===== config.mk =====
export PLATFORM = sky130hd
export DESIGN_NAME = bxt_addr_extender
export DESIGN_NICKNAME = d
export VERILOG_FILES = /design/src/rtl/bxt_pkg.sv /design/src/rtl/bxt_bank_reg.sv /design/src/rtl/bxt_region_decode.sv /design/src/rtl/bxt_addr_map.sv /design/src/rtl/bxt_addr_extender.sv
export SDC_FILE = /design/constraint.sdc
export NUM_CORES = 1
export LEC_CHECK = 0
export BUFFER_PORTS_ARGS = -buffer_cell sky130_fd_sc_hd__buf_2
export CORE_UTILIZATION = 32
export CTS_BUF_LIST = sky130_fd_sc_hd__clkbuf_4
export DETAILED_ROUTE_END_ITERATION = 12
export GPL_TIMING_DRIVEN = 0
export HOLD_SLACK_MARGIN = 0.03
export PLACE_DENSITY = 0.78
export REMOVE_ABC_BUFFERS = 1
export SLEW_MARGIN = 20
export SYNTH_ARGS = -nofsm -noshare
export SYNTH_HDL_FRONTEND = slang
export SYNTH_SLANG_ARGS = --single-unit

===== constraint.sdc =====
create_clock -name clk -period 1.55 [get_ports clk]
set_clock_uncertainty 0.2 [all_clocks]
set_input_delay 0.0775 -clock clk [delete_from_list [all_inputs] [get_ports clk]]
set_output_delay 0.0775 -clock clk [all_outputs]
set_load 0.05 [all_outputs]

===== src/rtl/bxt_pkg.sv =====
package bxt_pkg;

    localparam int LADDR_W = 16;
    localparam int BANK_W  = 8;
    localparam int PADDR_W = LADDR_W + BANK_W;

    typedef enum logic [1:0] {
        SPLIT_48_16 = 2'b00,
        SPLIT_32_32 = 2'b01,
        SPLIT_16_48 = 2'b10,
        SPLIT_ALT   = 2'b11
    } split_t;

    typedef struct packed {
        logic [BANK_W-1:0]  upper;
        logic [LADDR_W-1:0] lower;
    } phys_t;

    function automatic logic [LADDR_W-1:0] common_base(input split_t cfg);
        case (cfg)
            SPLIT_32_32: return 16'h8000;
            SPLIT_16_48: return 16'h4000;
            default:     return 16'hC000;
        endcase
    endfunction

endpackage


===== src/rtl/bxt_bank_reg.sv =====
module bxt_bank_reg
    import bxt_pkg::*;
#(
    parameter int             PORT_W       = 16,
    parameter int             MATCH_W      = 8,
    parameter logic [MATCH_W-1:0] BANK_PORT = 8'h40
) (
    input  logic               clk,
    input  logic               rst,
    input  logic               io_wr,
    input  logic               io_rd,
    input  logic [PORT_W-1:0]  io_port,
    input  logic [BANK_W-1:0]  io_wdata,
    output logic [BANK_W-1:0]  bank_q,
    output logic [BANK_W-1:0]  io_rdata
);
    logic port_hit;

    // only the low MATCH_W bits of the port take part in decoding
    assign port_hit = (io_port[MATCH_W-1:0] == BANK_PORT);

    always_ff @(posedge clk) begin
        if (rst) begin
            bank_q <= '0;
        end else if (io_wr && port_hit) begin
            bank_q <= io_wdata;
        end
    end

    always_comb begin
        io_rdata = '0;
        if (io_rd && port_hit) begin
            io_rdata = bank_q;
        end
    end

endmodule


===== src/rtl/bxt_region_decode.sv =====
module bxt_region_decode
    import bxt_pkg::*;
(
    input  logic [LADDR_W-1:0] addr,
    input  logic [1:0]         split_cfg,
    output logic               in_common
);
    logic [LADDR_W-1:0] base;

    assign base      = common_base(split_t'(split_cfg));
    assign in_common = (addr >= base);

endmodule


===== src/rtl/bxt_addr_map.sv =====
module bxt_addr_map
    import bxt_pkg::*;
#(
    parameter logic [BANK_W-1:0] COMMON_BANK = 8'h00
) (
    input  logic [LADDR_W-1:0] addr,
    input  logic               in_common,
    input  logic [BANK_W-1:0]  bank,
    output phys_t              phys
);
    always_comb begin
        phys.lower = addr;
        phys.upper = in_common ? COMMON_BANK : bank;
    end

endmodule


===== src/rtl/bxt_addr_extender.sv =====
module bxt_addr_extender
    import bxt_pkg::*;
#(
    parameter int                  PORT_W      = 16,
    parameter int                  MATCH_W     = 8,
    parameter logic [MATCH_W-1:0]  BANK_PORT   = 8'h40,
    parameter logic [BANK_W-1:0]   COMMON_BANK = 8'h00
) (
    input  logic                clk,
    input  logic                rst,
    input  logic [LADDR_W-1:0]  cpu_addr,
    input  logic [1:0]          split_cfg,
    input  logic                io_wr,
    input  logic                io_rd,
    input  logic [PORT_W-1:0]   io_port,
    input  logic [BANK_W-1:0]   io_wdata,
    output logic [BANK_W-1:0]   io_rdata,
    output logic [PADDR_W-1:0]  phys_addr
);
    logic [BANK_W-1:0] bank_q;
    logic              in_common;
    phys_t             phys;

    bxt_bank_reg #(
        .PORT_W    (PORT_W),
        .MATCH_W   (MATCH_W),
        .BANK_PORT (BANK_PORT)
    ) u_reg (
        .clk      (clk),
        .rst      (rst),
        .io_wr    (io_wr),
        .io_rd    (io_rd),
        .io_port  (io_port),
        .io_wdata (io_wdata),
        .bank_q   (bank_q),
        .io_rdata (io_rdata)
    );

    bxt_region_decode u_dec (
        .addr      (cpu_addr),
        .split_cfg (split_cfg),
        .in_common (in_common)
    );

    bxt_addr_map #(
        .COMMON_BANK (COMMON_BANK)
    ) u_map (
        .addr      (cpu_addr),
        .in_common (in_common),
        .bank      (bank_q),
        .phys      (phys)
    );

    assign phys_addr = phys;

endmodule


### Word-level counts from Yosys, hierarchy flattened

Index checks and enable logic that the tools add are counted.

* muxes and demuxes: 3
* reduce and logical (&&, ||, !) cells: 2
* eq/ne operators: 3
* $lt $le $gt $ge: 1

Operators by type and width (number)
* one-hot mux 16 bit (2 select lines): 1
* >= comparator 16 bit: 1
* two-way mux 8 bit: 2
* == test 8 x 7 -> 1 bit (second input constant): 1
* == test 2 x 1 -> 1 bit (second input constant): 1
* == test 2 bit (second input constant): 1
* logical AND 1 bit: 2

* input port bits: 46
* output and inout port bits: 32
* register bits: 8
* logic and storage cells: 10

### Depth between registers and ports, before layout

Gate-level depths: netlist of the first run.

* depth in word-level cells: 4
* depth in mapped cells: 6

### Hierarchy

Synthesis of the first run repeated with hierarchy kept, for this count alone.

* cell total of the unflattened synthesis: 84
* area total of the unflattened synthesis: 729.4 um^2

Modules (own cells, without submodules)
* bxt_bank_reg: seq. area each 160.2 um^2, times used 1, cells an instance 47, area each 449.2 um^2
* bxt_addr_map: seq. area each 0.0 um^2, times used 1, cells an instance 24, area each 170.2 um^2
* bxt_region_decode: seq. area each 0.0 um^2, times used 1, cells an instance 13, area each 110.1 um^2

### Least setup slack after synthesis of the first run

OpenSTA, ideal clock, no wires.

* path type: input port to output port
* from: in split_cfg[1]
* to: out phys_addr[16]
* buffers on the path: 1
* data required time: 1.272 ns
* slack: -0.798 ns
* data arrival time: 2.070 ns
* cell stages on the path: 6
* cells stage by stage: nand2b_1 -> ha_1 -> nor4bb_1 -> and4_1 -> clkbuf_1 -> nor3b_1

* cells in the longest elaborated chain, start to end: 4

RTL lines
* from (decl): RTL line bxt_addr_extender.sv:12 `input logic [1:0] split_cfg,`
* == test 2 bit / == test 2 x 1 -> 1 bit (equally long branches): RTL line bxt_pkg.sv:20 `case (cfg)`
* one-hot mux 16 bit (2 select lines) *: RTL line bxt_pkg.sv:20
* >= comparator 16 bit *: RTL line bxt_region_decode.sv:11 `assign in_common = (addr >= base);`
* two-way mux 8 bit *: RTL line bxt_addr_map.sv:13 `phys.upper = in_common ? COMMON_BANK : bank;`
* to (decl): RTL line bxt_addr_extender.sv:18 `output logic [PADDR_W-1:0] phys_addr`

Every way passes the cells marked *; elsewhere a longest branch is shown, timed or not.

### Worst setup path in the final report of the first run

* from: in split_cfg[1]
* to: out phys_addr[23]

The elaborated chain is that of the path after synthesis.

==> flow_summary.yaml, run 1 <==
outcome:
  status: "finished, violations left"
  failed_checks: "setup timing"
power:
  clkPwrFrac: 0.267
  swShare: 0.358
  p_comb_frac: 0.396
  peakVddDrop_mv: 0.276
  power.density_nw_per_um2: 445
  power_frac_seq: 0.336
  p_int_uw: 393
  netSwitchingPower_uw: 220
  p_leak_uw: 0.000663
detailed_routing:
  wire_per_inst_microns: 14.4
  vias: 840
  drc: 0
  first_pass_iters: 4
  via_per_inst: 4.75
  antenna_left: 0
  totalWireLength_mm: 2.55
  dr.first_iter.drc_count: 7
sta:
  rsz0062_at_grt: "true"
  setup_viol_count_final: 15
  fmax_mhz: 581
  drv_slew: 0
  fin_crit_sh: 1.11
  worst_slack_ns: -0.173
  max-slew-margin-rel: 0.729
  setup_tns_ns: -2.08
  worst_pin_slew_ns: 0.406
  hold_viol_final: 0
  fin_crit_ns: 1.72
clock_tree:
  cts_tree: "yes"
  numCtsBuffers: 3
  cts_max_level: 1
  cts-root-buf: "clkbuf_4"
  cts_sinks: 8
  clock_path_buffers: 2
  insertion_delay_ns: 0.26
  clk_pin_slew_ns: 0.06
critical_path:
  worstPathCellList: "buf_6, nor2b_4, ha_4, nor4bb_4, and4_4, nor3b_2, buf_6"
  cpMostUsedCell: "buf_6"
  cp_max_fo: 8
  cp-start-kind: "primary input"
  critPathBufInv: 2
  end_kind: "output pin"
  worstPathArrival_ns: 1.45
  cpPeakStageDelay_ns: 0.35
  worst_path_dominant_cell_family: "simple AND/OR/NAND/NOR gates"
  cp_data_required_time_ns: 1.27
  path_class: "primary input to output pin"
  cpMaxStageDelayCell: "and4_4"
floorplan:
  die_area_sq_um: 2450
  start_util: 0.354
  die_h_microns: 49.5
  io_pins: 78
  core-area_sq_um: 2040
  rows: 16
  die_w_microns: 49.5
grt:
  grt_pass1_wl_mm: 3.77
  grt_pass1_vias: 798
  gr-total-overflow: 0
  grt_max_degree: 17
  grtUsageTotal: 0.203
  antenna_found_initial: 0
placed_design:
  gp_congestion: 0.720
  io_buffers: 69
  place_hpwl_mm: 1.62
  postPlaceCellArea_sq_um: 975
synthesis:
  synth_area_sq_um: 723
  seq_area_frac_synth: 0.221
  syn_inst: 84
  synth_cell_types: 18
  ys_seq_elements: 8
  syn_avg_cell_area_sq_um: 8.61
  synth_warnings: 0
  ys_top_cells_by_area: "dfxtp_1 22%, buf_4 17%, nand2b_1 15%, mux2i_1 11%, nor3b_1 8.3%"
  yosysTopAreaCell: "dfxtp_1"
  synth_top_area_frac: 0.221
final_layout:
  diodes: 0
  drive_above_1_share: 0.667
  nets: 200
  syn_to_final_growth_pct: 90.3
  regArea_sq_um: 160
  reg.largest.list: "u_reg.bank_q: 8 flops"
  multiInputGateArea_sq_um: 528
  regMostFlops: "u_reg.bank_q"
  largest_reg_flops: 8
  fin_area_sq_um: 1380
  nFillCells: 165
hold_path:
  min_path_type: "primary input to register"
run:
  cap_violations: 0
area by class of cell:
| class | instances | area share |
|---|---|---|
| clock buffer | 3 | 0.0164 |
| multi-input combinational | 54 | 0.384 |
| inverter | 4 | 0.0109 |
| timing repair buffer | 81 | 0.448 |
| tap | 27 | 0.0245 |
| sequential | 8 | 0.116 |
layer usage:
layer / GRT usage / wire (microns) / vias to the layer above
li1: - / - / 402
met3: 0.0710 / 140 / 8
met1: 0.215 / 915 / 394
met2: 0.372 / 1430 / 36
met5: 0 / 0 / -
met4: 0.0571 / 63 / 0
cells in the final DEF (no fill, tap or decap):
cell type,n
clkbuf_4,3
ha_1,1
and2_4,8
inv_1,4
nor3b_2,8
dfxtp_1,8
buf_12,1
dlygate4sd3_1,8
ha_4,1
buf_2,50
nor2b_4,1
buf_8,7
a21o_1,1
buf_6,13
nor3_4,2
or4_4,1
nor4bb_4,1
nor4_1,3
and4_4,1
buf_4,2
nand2b_1,17
mux2i_1,8
or4b_4,1
path summary, 6_finish.rpt:
check	startpoint	to	slack, ns	cells after the start
min	rst	u_reg.bank_q[7]	0.06	3
min reg2reg	u_reg.bank_q[5]	u_reg.bank_q[5]	0.30	2
max	split_cfg[1]	phys_addr[23]	-0.17	7
max reg2reg	u_reg.bank_q[0]	u_reg.bank_q[0]	0.71	2
cell families after synthesis:
group,count (synthesis),synth area share
and+or+nand+nor,43,0.426
buffers and inverters,22,0.197
muxes,8,0.111
DFF,8,0.221
adders and majority gates,2,0.0346
AOI/OAI and AO/OA,1,0.0104
power by group through the flow:
stage | clock [uW] | combinational, uW | sequential [uW]
2_1_floorplan | 0 | 33.5 | 211
4_1_cts | 166 | 236 | 206
3_5_place_dp | 0 | 194 | 211
6_report | 164 | 243 | 206
5_1_grt | 182 | 255 | 206
3_3_place_gp | 0 | 190 | 211
synth_stat cells:
cell / instances
nand2b_1: 17
buf_4: 16
and2_1: 8
dfxtp_1: 8
mux2i_1: 8
nor3b_1: 8
inv_1: 4
nor4_1: 3
clkbuf_1: 2
ha_1: 2
a21o_1: 1
and4_1: 1
nor2b_1: 1
nor3_2: 1
nor3_4: 1
nor4bb_1: 1
or4_1: 1
or4b_4: 1
stage by stage:
step           setup WS, ns  hold WS, ns  std cells   util  total power [uW]
6_report             -0.173       0.0584        177  0.674               613
5_1_grt              -0.217       0.0761        177  0.674               643
4_1_cts              -0.151       0.0543        175  0.639               608
3_5_place_dp         -0.350        0.153        162  0.477               405
3_3_place_gp         -0.295        0.143        162  0.477               401
2_1_floorplan        -0.712      -0.0450         66      -               244
worst register-to-register path: stages, from the launching register on:
cell and delay (ns):
dfxtp_1 0.35, nand2b_1 0.07, mux2i_1 0.15
timing repair:
action	4_1_cts	5_1_grt
hold buffers	8	0
pin swaps	7	8
setup endpoints to repair	16	24
resized for setup	54	13
setup buffers	2	2
hold endpoints to repair	8	0
No activity file was read; power rests on OpenSTA's default activity.
==> run 2, diff against run 1 <==
--- a/config.mk
+++ b/config.mk
@@ -5,13 +5,14 @@
 export SDC_FILE = /design/constraint.sdc
 export NUM_CORES = 1
 export LEC_CHECK = 0
-export BUFFER_PORTS_ARGS = -buffer_cell sky130_fd_sc_hd__buf_2
-export CORE_UTILIZATION = 32
+export CORE_AREA = 2 2 39 41
 export CTS_BUF_LIST = sky130_fd_sc_hd__clkbuf_4
 export DETAILED_ROUTE_END_ITERATION = 12
+export DIE_AREA = 0 0 41 43
+export DONT_BUFFER_PORTS = 1
 export GPL_TIMING_DRIVEN = 0
 export HOLD_SLACK_MARGIN = 0.03
-export PLACE_DENSITY = 0.78
+export PLACE_DENSITY = 0.72
 export REMOVE_ABC_BUFFERS = 1
 export SLEW_MARGIN = 20
 export SYNTH_ARGS = -nofsm -noshare
==> run 2 against run 1 <==
  * The run ends with hold timing, setup timing left
  * Clock power up 4%
  * Critical path depth down 2
  * Power down 0.68%
  * Via count down 18%
==> flow_summary.yaml, run 2 (synthesis gave the netlist of run 1 again) <==
grt:
  grt_pass1_vias: 714
  grtUsageTotal: 0.314
  gr-total-overflow: 0
  grt_max_degree: 10
  antenna_found_initial: 0
  grt_pass1_wl_mm: 3.62
final_layout:
  regMostFlops: "u_reg.bank_q"
  drive_above_1_share: 0.311
  fin_area_sq_um: 1190
  final_common_cell: "dlygate4sd3_1"
  syn_to_final_growth_pct: 64.0
  utilization: 0.857
  diodes: 0
  nets: 156
  reg.largest.list: "u_reg.bank_q: 8 flops"
  final_cell_mix: "34 x dlygate4sd3_1, 16 x nand2b_1"
  largest_reg_flops: 8
floorplan:
  die_area_sq_um: 1760
  die_h_microns: 43
  rows: 14
  core-area_sq_um: 1380
  start_util: 0.523
  die_w_microns: 41
  io_pins: 78
clock_tree:
  cts_hold_buf: 34
  clock_path_buffers: 2
  insertion_delay_ns: 0.26
  numCtsBuffers: 3
  cts_sinks: 8
  cts-root-buf: "clkbuf_4"
  clk_pin_slew_ns: 0.06
  cts_tree: "yes"
  cts_max_level: 1
power:
  power.density_nw_per_um2: 513
  netSwitchingPower_uw: 216
  p_leak_uw: 0.000426
  swShare: 0.355
  p_int_uw: 392
  peakVddDrop_mv: 0.432
  p_comb_frac: 0.382
  total_power_uw: 609
  clkPwrFrac: 0.279
  power_frac_seq: 0.338
detailed_routing:
  totalWireLength_mm: 2.57
  dr.first_iter.drc_count: 12
  drc: 0
  antenna_left: 0
  via_per_inst: 5.61
  wire_per_inst_microns: 21.0
  first_pass_iters: 4
  vias: 685
sta:
  max-slew-margin-rel: 0.594
  drv_slew: 0
  fin_crit_sh: 1.07
  setup_viol_count_final: 8
  fin_crit_ns: 1.67
  setup_tns_ns: -0.822
  timing.hold.ws_ns: -0.00425
  worst_slack_ns: -0.116
  worst_pin_slew_ns: 0.608
  fmax_mhz: 600
  hold_viol_final: 1
  rsz0062_at_grt: "true"
critical_path:
  cp_max_fo: 8
  critPathBufInv: 0
  end_kind: "output pin"
  worst_path_dominant_cell_family: "simple AND/OR/NAND/NOR gates"
  cpMaxStageDelayCell: "nor3b_4"
  worstPathCellList: "nor2b_4, ha_4, nor4bb_4, and4_4, nor3b_4"
  cpPeakStageDelay_ns: 0.56
  cp-start-kind: "primary input"
  path_class: "primary input to output pin"
  worstPathArrival_ns: 1.39
  cp_data_required_time_ns: 1.27
outcome:
  status: "finished, violations left"
  failed_checks: "hold timing, setup timing"
placed_design:
  dp_slack_ns: -0.420
  postPlaceCellArea_sq_um: 656
  io_buffers: 0
  gp_congestion: 0.589
run:
  cap_violations: 0
hold_path:
  min_path_type: "primary input to register"
-- run 2: per-stage QoR --
| step | instances | hold slack [ns] |
|---|---|---|
| 2_1_floorplan | 66 | -0.0450 |
| 3_3_place_gp | 82 | -0.0446 |
| 3_5_place_dp | 82 | -0.0446 |
| 4_1_cts | 121 | -0.0129 |
| 5_1_grt | 122 | 0.0151 |
| 6_report | 122 | -0.00425 |
-- run 2: final timing paths --
kind | startpoint | end | slack [ns] | cells past startpoint
max reg2reg | u_reg.bank_q[6] | u_reg.bank_q[6] | 0.69 | 2
min | io_port[2] | u_reg.bank_q[1] | -0.004 | 3
min reg2reg | u_reg.bank_q[5] | u_reg.bank_q[5] | 0.30 | 2
max | split_cfg[1] | phys_addr[17] | -0.12 | 5
-- run 2: power groups by stage --
stage	Sequential [uW]	Combinational [uW]	Clock, uW
floorplan	211	33.5	0
global placement	211	38.4	0
detailed placement	211	44.5	0
CTS	206	223	169
global route	206	242	179
finish	206	233	170
-- run 2: cell type report --
class,instances,area (sq um)
Multi-Input combinational cell,54,606
Timing Repair Buffer,37,363
Fill cell,60,198
Sequential cell,8,160
Clock buffer,3,22.5
Tap cell,16,20.0
Inverter,4,15.0
-- run 2: worst min-delay path: cells and delay by family --
family | cells | cell delay [ns]
AND/OR/NAND/NOR | 2 | 0.21
multiplexers | 1 | 0.12
-- run 2: timing repair --
| item | CTS | global route |
|---|---|---|
| hold endpoints to repair | 24 | 6 |
| pin swaps | 13 | 6 |
| gates resized for setup | 34 | 2 |
| endpoints found under the setup margin | 16 | 11 |
| buffers inserted | 2 | 1 |
-- run 2: layer usage --
metal  global-route usage  vias up  routed length, microns  part of all wire
met5                    0        -                       0                 0
met4                0.113        0                      19            0.0074
met3               0.0524        2                     114             0.044
met2                0.581       35                    1500              0.58
met1                0.319      331                     931              0.36
li1                     -      317                       -                 -
==> run 3, diff against run 2 <==
--- a/config.mk
+++ b/config.mk
@@ -5,14 +5,14 @@
 export SDC_FILE = /design/constraint.sdc
 export NUM_CORES = 1
 export LEC_CHECK = 0
-export CORE_AREA = 2 2 39 41
+export CORE_MARGIN = 2
+export CORE_UTILIZATION = 53
 export CTS_BUF_LIST = sky130_fd_sc_hd__clkbuf_4
 export DETAILED_ROUTE_END_ITERATION = 12
-export DIE_AREA = 0 0 41 43
 export DONT_BUFFER_PORTS = 1
 export GPL_TIMING_DRIVEN = 0
 export HOLD_SLACK_MARGIN = 0.03
-export PLACE_DENSITY = 0.72
+export PLACE_DENSITY = 0.71
 export REMOVE_ABC_BUFFERS = 1
 export SLEW_MARGIN = 20
 export SYNTH_ARGS = -nofsm -noshare
==> run 3 against run 2 <==
  * The run still ends with hold timing, setup timing left
  * Final area up 0.53%
  * Die area decreased by 4.9%
  * Sequential power barely moved
  * Hold slack worse by 0.021 ns
  * Power rose by 2.0%
  * Cell count shrank 0.82%
  * Clock power rose by 6%
  * Critical endpoint is now phys_addr[18]
  * Largest cell class unchanged
==> flow_summary.yaml, run 3 (synthesis gave the netlist of run 1 again) <==
final_layout:
  nFillCells: 43
  diodes: 0
  syn_to_final_growth_pct: 64.9
  fin_cells: 121
  drive_above_1_share: 0.311
  regArea_sq_um: 160
  regMostFlops: "u_reg.bank_q"
  fin_area_sq_um: 1190
  final_common_cell: "dlygate4sd3_1"
  final_cell_mix: "34 x dlygate4sd3_1, 16 x nand2b_1"
  nets: 156
  reg.largest.list: "u_reg.bank_q: 8 flops"
  multiInputGateArea_sq_um: 606
  largest_reg_flops: 8
critical_path:
  worstSetupStartpoint: "split_cfg[1]"
  worst_path_dominant_cell_family: "simple AND/OR/NAND/NOR gates"
  worstPathCellList: "nand2b_4, ha_4, nor4bb_4, and4_4, nor3b_4"
  cp_max_fo: 8
  critPathBufInv: 0
  cpPeakStageDelay_ns: 0.57
  r2r_start: "u_reg.bank_q[7]"
  worstPathArrival_ns: 1.43
  cpMaxStageDelayCell: "nor3b_4"
  path_class: "primary input to output pin"
  r2r_cells: 2
  cp_data_required_time_ns: 1.27
  worst-path-stages: 5
  cp-start-kind: "primary input"
  end_kind: "output pin"
placed_design:
  place_hpwl_mm: 1.18
  postPlaceCellArea_sq_um: 654
  dp_slack_ns: -0.417
  io_buffers: 0
  gp_congestion: 0.726
  place_inst: 81
run:
  cap_violations: 0
grt:
  grt_pass1_wl_mm: 3.51
  gr-total-overflow: 0
  antenna_found_initial: 0
  grt_pass1_vias: 701
  grt_max_degree: 10
  grtUsageTotal: 0.355
detailed_routing:
  antenna_left: 0
  drc: 0
  vias: 724
  wire_per_inst_microns: 22.8
  dr.first_iter.drc_count: 9
  via_per_inst: 5.98
  totalWireLength_mm: 2.76
  first_pass_iters: 4
power:
  total_power_uw: 621
  peakVddDrop_mv: 0.653
  power.density_nw_per_um2: 520
  p_leak_uw: 0.000426
floorplan:
  die_h_microns: 40.9
  rows: 13
  io_pins: 78
  die_w_microns: 40.9
  die_area_sq_um: 1680
  core-area_sq_um: 1280
  start_util: 0.563
hold_path:
  worstHoldStart: "io_port[2]"
  min_path_type: "primary input to register"
  hold_path_depth: 3
sta:
  max-slew-margin-rel: 0.589
  rsz0062_at_grt: "true"
  fmax_mhz: 585
  worst_slack_ns: -0.160
  fin_crit_sh: 1.10
  fin_crit_ns: 1.71
  hold_viol_final: 6
  timing.hold.ws_ns: -0.0255
  drv_slew: 0
  worst_pin_slew_ns: 0.616
  setup_viol_count_final: 8
clock_tree:
  cts_sinks: 8
  clock_path_buffers: 2
  cts_tree: "yes"
  insertion_delay_ns: 0.27
  cts_hold_buf: 34
  cts_max_level: 1
  numCtsBuffers: 3
  clk_pin_slew_ns: 0.06
  cts-root-buf: "clkbuf_4"
outcome:
  failed_checks: "hold timing, setup timing"
  status: "finished, violations left"
## run 3: changes by cell type in the layout (fill, tap and decap cells not counted)
cell / delta
buf_4: -2
buf_6: +2
## run 3: routing by layer
layer / vias to the layer above / wire, microns / share of wire / global-route usage
li1: 312 / - / - / -
met5: - / 0 / 0 / 0
met3: 13 / 206 / 0.075 / 0.136
met4: 0 / 120 / 0.043 / 0.292
met1: 348 / 928 / 0.34 / 0.357
met2: 51 / 1510 / 0.55 / 0.574
## run 3: tightest hold or removal path: stages
cell	delay (ns)
or4_4	0.12
nor3_4	0.08
mux2i_1	0.12
## run 3: cell type report
cell class / count / area share
Sequential cell: 8 / 0.134
Multi-Input combinational cell: 54 / 0.508
Timing Repair Buffer: 37 / 0.311
Clock buffer: 3 / 0.0189
Inverter: 4 / 0.0126
Tap cell: 15 / 0.0157
## run 3: timing repair
item                                   CTS  global route
gates cloned                             0             0
buffers inserted                         2             1
resized for setup                       32             6
endpoints found under the hold margin   24             8
pin swaps                               10             5
setup endpoints to repair               16            16
## run 3: where the power goes
group | leakage [uW] | internal, uW | switching, uW
clock | 0.0000138 | 89.9 | 90.1
sequential | 0.0000644 | 206 | 0.262
combinational | 0.000348 | 98.0 | 137
## run 3: through the flow
stage	utilization	TNS [ns]
after floorplan	-	-6.51
after global placement	0.478	-9.65
after detailed placement	0.509	-6.21
after CTS	0.907	-0.460
after global routing	0.928	-1.45
final	0.928	-1.01
## run 3: worst paths after layout
| kind | endpoint | slack [ns] |
|---|---|---|
| max reg2reg | u_reg.bank_q[7] | 0.62 |
| min | u_reg.bank_q[0] | -0.03 |
| min reg2reg | u_reg.bank_q[3] | 0.31 |
| max | phys_addr[18] | -0.16 |
